### config.mk
export PLATFORM = sky130hd
export DESIGN_NAME = ledr_serial_link
export DESIGN_NICKNAME = d
export VERILOG_FILES = /design/src/rtl/ledr_link_pkg.sv /design/src/rtl/ledr_sync.sv /design/src/rtl/ledr_tx.sv /design/src/rtl/ledr_rx.sv /design/src/rtl/ledr_serial_link.sv
export SDC_FILE = /design/constraint.sdc
export NUM_CORES = 1
export LEC_CHECK = 0
export ABC_AREA = 1
export BUFFER_PORTS_ARGS = -buffer_cell sky130_fd_sc_hd__buf_4
export CELL_PAD_IN_SITES_DETAIL_PLACEMENT = 1
export CELL_PAD_IN_SITES_GLOBAL_PLACEMENT = 1
export CORE_ASPECT_RATIO = 0.75
export CORE_UTILIZATION = 43
export CTS_CLUSTER_DIAMETER = 30
export DETAILED_ROUTE_END_ITERATION = 12
export PLACE_DENSITY = 0.83
export SYNTH_ARGS = -nofsm -noshare
export SYNTH_HDL_FRONTEND = slang
export SYNTH_SLANG_ARGS = --single-unit
### constraint.sdc
create_clock -name clk -period 2.25 [get_ports clk]
set_input_delay 0.3375 -clock clk [delete_from_list [all_inputs] [get_ports clk]]
set_output_delay 0.3375 -clock clk [all_outputs]
set_load 0.05 [all_outputs]
### src/rtl/ledr_link_pkg.sv
package ledr_link_pkg;

  typedef enum logic [1:0] {
    TX_IDLE = 2'd0,
    TX_SEND = 2'd1,
    TX_WAIT = 2'd2
  } tx_state_e;

  // Companion wire value that makes exactly one of the pair move for a bit.
  function automatic logic companion_next(input logic bit_v, input logic cur_s,
                                          input logic cur_p);
    return (bit_v == cur_s) ? ~cur_p : cur_p;
  endfunction

endpackage

### src/rtl/ledr_sync.sv
module ledr_sync #(
  parameter int STAGES = 2
) (
  input  logic clk,
  input  logic rst_n,
  input  logic d,
  output logic q
);
  logic [STAGES-1:0] chain;

  genvar g;
  generate
    for (g = 0; g < STAGES; g++) begin : g_stage
      if (g == 0) begin : g_first
        always_ff @(posedge clk) begin
          if (!rst_n) chain[0] <= 1'b0;
          else        chain[0] <= d;
        end
      end else begin : g_next
        always_ff @(posedge clk) begin
          if (!rst_n) chain[g] <= 1'b0;
          else        chain[g] <= chain[g-1];
        end
      end
    end
  endgenerate

  assign q = chain[STAGES-1];
endmodule

### src/rtl/ledr_tx.sv
module ledr_tx
  import ledr_link_pkg::*;
#(
  parameter int WIDTH       = 8,
  parameter int SYNC_STAGES = 2
) (
  input  logic             clk,
  input  logic             rst_n,
  input  logic             in_valid,
  output logic             in_ready,
  input  logic [WIDTH-1:0] in_data,
  output logic             wire_s,
  output logic             wire_p,
  input  logic             ack_async
);
  localparam int CW = (WIDTH > 1) ? $clog2(WIDTH) : 1;
  localparam logic [CW-1:0] LAST = CW'(WIDTH - 1);

  tx_state_e        st;
  logic [WIDTH-1:0] shreg;
  logic [CW-1:0]    bitcnt;
  logic             ack_local;
  logic             ack_ref;
  logic             cur_bit;

  ledr_sync #(.STAGES(SYNC_STAGES)) u_ack_sync (
    .clk  (clk),
    .rst_n(rst_n),
    .d    (ack_async),
    .q    (ack_local)
  );

  assign in_ready = (st == TX_IDLE);
  assign cur_bit  = shreg[WIDTH-1];

  always_ff @(posedge clk) begin
    if (!rst_n) begin
      st      <= TX_IDLE;
      shreg   <= '0;
      bitcnt  <= '0;
      wire_s  <= 1'b0;
      wire_p  <= 1'b0;
      ack_ref <= 1'b0;
    end else begin
      unique case (st)
        TX_IDLE: begin
          if (in_valid) begin
            shreg  <= in_data;
            bitcnt <= '0;
            st     <= TX_SEND;
          end
        end
        TX_SEND: begin
          wire_s <= cur_bit;
          wire_p <= companion_next(cur_bit, wire_s, wire_p);
          shreg  <= shreg << 1;
          bitcnt <= bitcnt + 1'b1;
          if (bitcnt == LAST) st <= TX_WAIT;
        end
        TX_WAIT: begin
          if (ack_local != ack_ref) begin
            ack_ref <= ack_local;
            st      <= TX_IDLE;
          end
        end
        default: st <= TX_IDLE;
      endcase
    end
  end
endmodule

### src/rtl/ledr_rx.sv
module ledr_rx #(
  parameter int WIDTH = 8
) (
  input  logic             clk,
  input  logic             rst_n,
  input  logic             wire_s,
  input  logic             wire_p,
  output logic             ack,
  output logic             out_valid,
  input  logic             out_ready,
  output logic [WIDTH-1:0] out_data
);
  localparam int CW = (WIDTH > 1) ? $clog2(WIDTH) : 1;
  localparam logic [CW-1:0] LAST = CW'(WIDTH - 1);

  logic             par_ref;
  logic             par_now;
  logic             new_bit;
  logic [WIDTH-1:0] accum;
  logic [CW-1:0]    bitcnt;

  assign par_now = wire_s ^ wire_p;
  assign new_bit = (par_now != par_ref);

  always_ff @(posedge clk) begin
    if (!rst_n) begin
      par_ref   <= 1'b0;
      accum     <= '0;
      bitcnt    <= '0;
      out_valid <= 1'b0;
      out_data  <= '0;
      ack       <= 1'b0;
    end else begin
      if (out_valid && out_ready) begin
        out_valid <= 1'b0;
        ack       <= ~ack;
      end
      if (new_bit) begin
        par_ref <= par_now;
        accum   <= {accum[WIDTH-2:0], wire_s};
        if (bitcnt == LAST) begin
          bitcnt    <= '0;
          out_valid <= 1'b1;
          out_data  <= {accum[WIDTH-2:0], wire_s};
        end else begin
          bitcnt <= bitcnt + 1'b1;
        end
      end
    end
  end
endmodule

### src/rtl/ledr_serial_link.sv
module ledr_serial_link #(
  parameter int WIDTH       = 8,
  parameter int SYNC_STAGES = 2
) (
  input  logic             clk,
  input  logic             rst_n,
  input  logic             in_valid,
  output logic             in_ready,
  input  logic [WIDTH-1:0] in_data,
  output logic             out_valid,
  input  logic             out_ready,
  output logic [WIDTH-1:0] out_data,
  output logic             link_state,
  output logic             link_phase,
  output logic             link_ack
);
  ledr_tx #(.WIDTH(WIDTH), .SYNC_STAGES(SYNC_STAGES)) u_tx (
    .clk      (clk),
    .rst_n    (rst_n),
    .in_valid (in_valid),
    .in_ready (in_ready),
    .in_data  (in_data),
    .wire_s   (link_state),
    .wire_p   (link_phase),
    .ack_async(link_ack)
  );

  ledr_rx #(.WIDTH(WIDTH)) u_rx (
    .clk      (clk),
    .rst_n    (rst_n),
    .wire_s   (link_state),
    .wire_p   (link_phase),
    .ack      (link_ack),
    .out_valid(out_valid),
    .out_ready(out_ready),
    .out_data (out_data)
  );
endmodule

# Word level (Yosys, flattened, before mapping)
# Cells that the tools add are included.
[totals]
regBits = 39
in_bits = 12
out_inout_bits = 13
elab_cells = 49
[op_classes]
add_sub_neg = 2
eq_ne = 10
n_mux = 12
bitwise = 3
reduce_logical = 8
[ops]
columns = ["cell", "count"]
rows = [
  ["8-bit one-hot mux with 2 select lines", 1],
  ["8-bit two-way mux", 1],
  ["2-bit AND reduction", 4],
  ["3-bit by 1-bit adder with 3-bit output (second input constant)", 2],
  ["3-bit == test (second input constant)", 2],
  ["2-bit two-way mux", 3],
  ["3-bit two-way mux", 2],
  ["2-bit one-hot mux with 3 select lines", 1],
  ["3-bit one-hot mux with 2 select lines", 1],
  ["2-bit by 1-bit inequality test with 1-bit output (second input constant)", 2],
  ["1-bit two-way mux", 3],
  ["3-bit AND reduction", 1],
  ["2-bit by 1-bit == test with 1-bit output (second input constant)", 1],
  ["2-bit == test (second input constant)", 1],
  ["2-bit zero test", 1],
  ["1-bit inequality test", 2],
  ["2-bit inequality test (second input constant)", 1],
  ["1-bit NOT", 2],
  ["2-bit nonzero test", 1],
  ["1-bit == test", 1],
  ["1-bit logical AND", 1],
  ["1-bit bitwise XOR", 1],
]

# Logic depth before layout (Yosys ltp)
# Gate-level depths: netlist of run 1.
[logic_depth]
word_depth = 4
depth_mapped = 8
mapped_depth_nobuf = 7

# Cells and area by module
# A second synthesis of run 1 with hierarchy kept.
[unflattened]
hier_cells = 255
hier_area_um2 = 1781.7
[by_module_without_submodules]
columns = ["mod", "instances", "cells_each", "area_per_inst_um2", "seq_area_each_um2"]
rows = [
  ["ledr_rx", 1, 135, 940.9, 420.4],
  ["ledr_tx", 1, 114, 785.8, 320.3],
  ["ledr_sync", 1, 6, 55.1, 40.0],
]

# Worst setup path after synthesis of run 1
# Ideal clock, no wire load.
[synth_timing]
kind = "reg-to-reg"
start = "register u_tx.wire_s"
end = "register u_rx.out_data[6]"
setup_time_ns = 0.113
arrival_time_ns = 1.449
required_time_ns = 2.137
slack_ns = 0.688
path_stages_with_launch = 9
path_buffers = 1
synth_period_minus_slack_ns = 1.562
cell_sequence = "dfxtp_1 -> inv_1 -> nand2_1 -> nand3_2 -> nand3_4 -> buf_6 -> nand2_1 -> nand2_1 -> nor2_1"
[synth_between]
elab_chain_cells = 3
[synth_lines]
columns = ["element", "line", "source"]
rows = [
  ["from (decl)", "ledr_tx.sv:12", "output logic wire_s,"],
  ["from (signal assigned)", "ledr_tx.sv:54", "wire_s <= cur_bit;"],
  ["1-bit bitwise XOR", "ledr_rx.sv:22", "assign par_now = wire_s ^ wire_p;"],
  ["1-bit inequality test", "ledr_rx.sv:23", "assign new_bit = (par_now != par_ref);"],
  ["2-bit AND reduction (no line)", "--", ""],
  ["to (signal assigned)", "ledr_rx.sv:44", "out_data <= {accum[WIDTH-2:0], wire_s};"],
  ["to (decl)", "ledr_rx.sv:11", "output logic [WIDTH-1:0] out_data"],
]
# Every way passes these cells.
# A chain may end at the register's enable or synchronous reset.

# Worst setup path after layout of run 1
[layout_timing]
start = "register u_tx.wire_s"
end = "register u_rx.accum[4]"
[layout_between]
elab_chain_cells = 2
[layout_lines]
columns = ["element", "line", "source"]
rows = [
  ["1-bit bitwise XOR", "ledr_rx.sv:22", ""],
  ["1-bit inequality test", "ledr_rx.sv:23", ""],
  ["to (signal assigned)", "ledr_rx.sv:40", "accum <= {accum[WIDTH-2:0], wire_s};"],
  ["to (decl)", "ledr_rx.sv:19", "logic [WIDTH-1:0] accum;"],
]
# Every way passes these cells.

==> results of run 1 <==
how the worst min path moves through the flow:
stage | depth (start not counted) | end | slack [ns] | from
final | 4 | u_rx.out_valid | 0.29 | out_ready
after global routing | 4 | u_rx.out_valid | 0.31 | out_ready
after CTS | 4 | u_rx.out_valid | 0.29 | out_ready
after detailed placement | 2 | u_tx.u_ack_sync.q | 0.42 | u_tx.u_ack_sync.chain[0]
after global placement | 2 | u_tx.u_ack_sync.q | 0.41 | u_tx.u_ack_sync.chain[0]
after floorplan | 2 | u_tx.u_ack_sync.q | 0.39 | u_tx.u_ack_sync.chain[0]
kinds of logic after synthesis:
group | count (synthesis) | synth area share
buf+inv | 28 | 0.0736
compound gates | 50 | 0.170
fa+ha+maj | 4 | 0.0320
xor+xnor | 1 | 0.00560
simple gates | 82 | 0.220
flops | 39 | 0.499
stage by stage:
step           cells   util  hold WS, ns  area [um2]
6_report         270  0.546        0.294        1840
5_1_grt          270  0.546        0.310        1840
4_1_cts          270  0.546        0.286        1840
3_5_place_dp     262  0.521        0.416        1760
3_3_place_gp     262  0.521        0.414        1760
2_1_floorplan    204      -        0.390        1560
flip-flops by register name (all words and copies together) (netlist names), 2 cells and up:
register       count
u_rx.out_data      8
u_tx.bitcnt        3
u_rx.accum         7
u_tx.st            2
u_rx.bitcnt        3
u_tx.shreg         8
cell type report:
cell class	instances	area (um2)	share of cell area
clock buffer	7	76.3	0.0414
clock inverter	1	5.00	0.00272
inverter	22	82.6	0.0448
multi-input combinational	137	668	0.363
sequential	39	781	0.424
tap	40	50.0	0.0272
timing repair buffer	24	180	0.0978
per-layer routing:
layer,routed length (um),share of wire,vias up
met2,1690,0.48,19
li1,-,-,709
met4,27,0.0076,0
met5,0,0,-
met3,126,0.035,3
met1,1710,0.48,648
Yosys cell counts (all sizes together):
cell type	count
nand3	7
xor2	1
clkinv	1
ha	4
nor2	38
buf	3
o22ai	7
o21ai	22
inv	21
nand2	37
a21oi	20
clkbuf	3
a211oi	1
dfxtp	39
worst max-delay path: stages (launching register included):
cell and delay, ns:
dfxtp_1 0.46, inv_1 0.15, nand2_1 0.13, nand3_2 0.11, nand2_1 0.27, o21ai_0 0.16
nor2_1 0.10
power breakdown:
group / switching, mW / leakage (nW) / internal (mW)
clock network: 0.234 / 0.0422 / 0.217
registers: 0.0420 / 0.319 / 0.746
logic: 0.137 / 0.502 / 0.0754
==> flow_summary.ini, run 1 <==
[placement]
globalplace.congestion = 0.809
hpwl_um = 2490
pre_cts_ws_ns = 0.829
numPortBuffers = 24

[cts]
cts_hold_buf = 0
clock_path_buffers = 2
clkSlewWorstSetupHoldPaths_ns = 0.07
htree_levels = 2
cts_setup_buffers = 0
clk_latency_ns = 0.29
cts_made_buffers = 5
cts_tree = built
cts-resized-gates = 0
clock-sinks = 39
cts_root_buf = clkbuf_8

[grt]
grt_max_degree = 32
antenna_found_initial = 0
grt_use_total = 0.206
grt_most_used_layer = met2
grt_util_met3 = 0.0773
grt_pass1_wl_um = 5930
use_met2 = 0.365
met1_usage = 0.237
grt_pass1_vias = 1342
gr-total-overflow = 0

[floorplanning]
core_area_um2 = 3380
num_rows = 18
die_w_um = 71.6
initial_core_util = 0.463
io_pins = 25
die_h_um = 54.2
dieArea_um2 = 3890

[logic_synthesis]
synth.avg_cell_area_um2 = 7.67
syn_area_um2 = 1560
synthesis.nets = 220
syn_inst = 204
yosysTopAreaCell = dfxtp_1
synth-seq-cells = 39
yosysSeqAreaShare = 0.499
ys_types = 19
synth_area_leaders = dfxtp_1 50%, nor2_1 9.1%, nand2_1 8.4%
synth_top_area_share = 0.499
yosysWarnings = 0

[layout]
n_antenna_cell = 0
final_common_cell = dfxtp_1
fillers = 440
mostFrequentLayoutCells = 39 x dfxtp_1, 38 x nor2_1, 35 x nand2_1
final_net_count = 245
drive_gt1_frac = 0.157
area_delta_synth_final_pct = 17.8

[sta]
worst_pin_slew_ns = 0.395
rsz0062_at_grt = no
skew_ns = 0.00608
setup_tns_ns = 0
slew_violations = 0
final-hold-violation-count = 0
period_needed_ns = 1.44
slew_headroom = 0.736
finalSetupViolations = 0
fmax_mhz = 695
fin_ws_ns = 0.810
timing.final.crit_share = 0.640

[setup_path]
timing.rr.end = u_rx.accum[4]
ff2ff_setup_slack_ns = 0.81
r2r_cells = 6
cp-end-kind = flop
crit_type = reg2reg
r2r_start = u_tx.wire_s
cp.arrival_ns = 1.67
crit_fanout = 10
startpoint_type = flop
cp-endpoint = u_rx.accum[4]
startpoint = u_tx.wire_s
cp.required_ns = 2.48

[drt]
wl_per_cell_um = 13.2
initialDrtViolationCount = 68
drtAntennaViolNets = 0
drcViolationCount = 0
routed_wl_um = 3560
num_vias = 1379
avgViaCountPerCell = 5.11
firstDrtPassIters = 4

[pwr]
power.density_nw_per_um2 = 787
fin_total_pwr_mw = 1.45
peakVddDrop_mv = 0.360
leakage_nw = 0.864

[run]
cap_violations = 0

[outcome]
status = completed

[min_path]
hp-class = in2reg
Power figures use the tool's default switching activity.
==> run 2: changes to the inputs <==
CORE_UTILIZATION = 40   (was 43)
PLACE_DENSITY = 0.78   (was 0.83)
clock period = 1.4 ns   (was 2.25 ns; I/O delays follow)
==> run 2 against run 1 <==
- via count is 0.36% higher
- largest cell class unchanged
- critical endpoint is now u_rx.out_data[3]
- first-iteration DRC count is 2.9% higher
- sequential power is 61% higher
==> flow_summary.ini, run 2 (synthesis results as in run 1) <==
[outcome]
status = completed

[grt]
grt_most_used_layer = met2
antenna_found_initial = 0
grt_pass1_wl_um = 6140
use_met2 = 0.317
grt_use_total = 0.192
met1_usage = 0.245
gr-total-overflow = 0
grt_max_degree = 29
grt_util_met3 = 0.0525
grt_pass1_vias = 1404

[pwr]
peakVddDrop_mv = 0.651
power.density_nw_per_um2 = 1260
leakage_nw = 0.877

[placement]
pre_cts_ws_ns = 0.0862
numPortBuffers = 24
globalplace.congestion = 0.797
hpwl_um = 2530

[floorplanning]
die_w_um = 74.2
core_area_um2 = 3710
die_h_um = 56.2
num_rows = 19
io_pins = 25
dieArea_um2 = 4170
initial_core_util = 0.422

[layout]
n_antenna_cell = 0
final_common_cell = nor2_1
drive_gt1_frac = 0.190
area_delta_synth_final_pct = 21.3
final_net_count = 248
mostFrequentLayoutCells = 38 x nor2_1, 37 x dfxtp_1, 34 x nand2_1
reg_top3 = u_rx.out_data x8, u_tx.shreg x8, u_rx.accum x7

[run]
cap_violations = 0

[drt]
num_vias = 1384
routed_wl_um = 3630
avgViaCountPerCell = 4.87
drcViolationCount = 0
initialDrtViolationCount = 70
firstDrtPassIters = 4
drtAntennaViolNets = 0
wl_per_cell_um = 12.8

[setup_path]
path_common_cell = nor2_1
slowest_stage = dfxtp_1
startpoint_type = flop
cp.arrival_ns = 1.53
crit_fanout = 8
cp-end-kind = flop
crit_type = reg2reg
max_stage_delay_ns = 0.37
cp.required_ns = 1.58
cp_cell_sequence = ha_1 > ha_2 > nand3_2 > nor2_1 > nor2_1

[cts]
cts_tree = built
htree_levels = 2
cts_hold_buf = 0
clock_path_buffers = 2
cts_setup_buffers = 0
clkSlewWorstSetupHoldPaths_ns = 0.07
clock-sinks = 39
clk_latency_ns = 0.28
cts_root_buf = clkbuf_8
cts_made_buffers = 5

[sta]
fmax_mhz = 742
finalSetupViolations = 0
slew_violations = 0
timing.final.crit_share = 0.963
hold_ws_ns = 0.187
skew_ns = 0.00344
final-hold-violation-count = 0
period_needed_ns = 1.35
slew_headroom = 0.748
fin_ws_ns = 0.0520
setup_tns_ns = 0
worst_pin_slew_ns = 0.377

[min_path]
hp-class = in2reg
[run 2: final cells by class]
type                       instances  area, um2
sequential                        39        783
clock buffer                       6       82.6
multi-input combinational        138        683
clock inverter                     1       5.00
timing repair buffer              26        195
tap                               52       65.1
fill                             490       1810
inverter                          22       82.6
[run 2: report_power, final]
group	switching [mW]	internal, mW	leakage [nW]	total [mW]
Combinational	0.225	0.128	0.510	0.353
Sequential	0.0678	1.20	0.320	1.27
Clock	0.378	0.387	0.0470	0.765
Total	0.671	1.71	0.877	2.38
[run 2: worst paths after layout]
path | from | to | depth (start not counted) | slack, ns
setup / recovery | u_rx.bitcnt[0] | u_rx.out_data[3] | 5 | 0.05
hold / removal | out_ready | u_rx.out_valid | 4 | 0.19
setup reg to reg | u_rx.bitcnt[0] | u_rx.out_data[3] | 5 | 0.05
hold reg to reg | u_tx.u_ack_sync.chain[0] | u_tx.u_ack_sync.q | 2 | 0.42
[run 2: timing repair]
item,4_1_cts,5_1_grt
gates resized for setup,0,3
hold endpoints to repair,0,0
endpoints found under the setup margin,0,11
[run 2: critical path: cells and delay by family, from the launching register on]
kind          cells  cell delay (ns)
flops             1             0.37
fa+ha+maj         2             0.45
simple gates      3             0.44
[run 2: metal layers]
layer	wire length (um)	up-vias
met5	0	-
met4	25	0
met3	105	5
met2	1660	19
met1	1840	645
li1	-	715
[run 2: through the flow]
stage | util | instances | cell area (um2) | power (mW)
floorplan | - | 204 | 1570 | 1.52
global placement | 0.484 | 276 | 1790 | 1.61
detailed placement | 0.484 | 276 | 1790 | 1.63
CTS | 0.507 | 283 | 1880 | 2.40
global route | 0.511 | 284 | 1900 | 2.52
finish | 0.511 | 284 | 1900 | 2.38
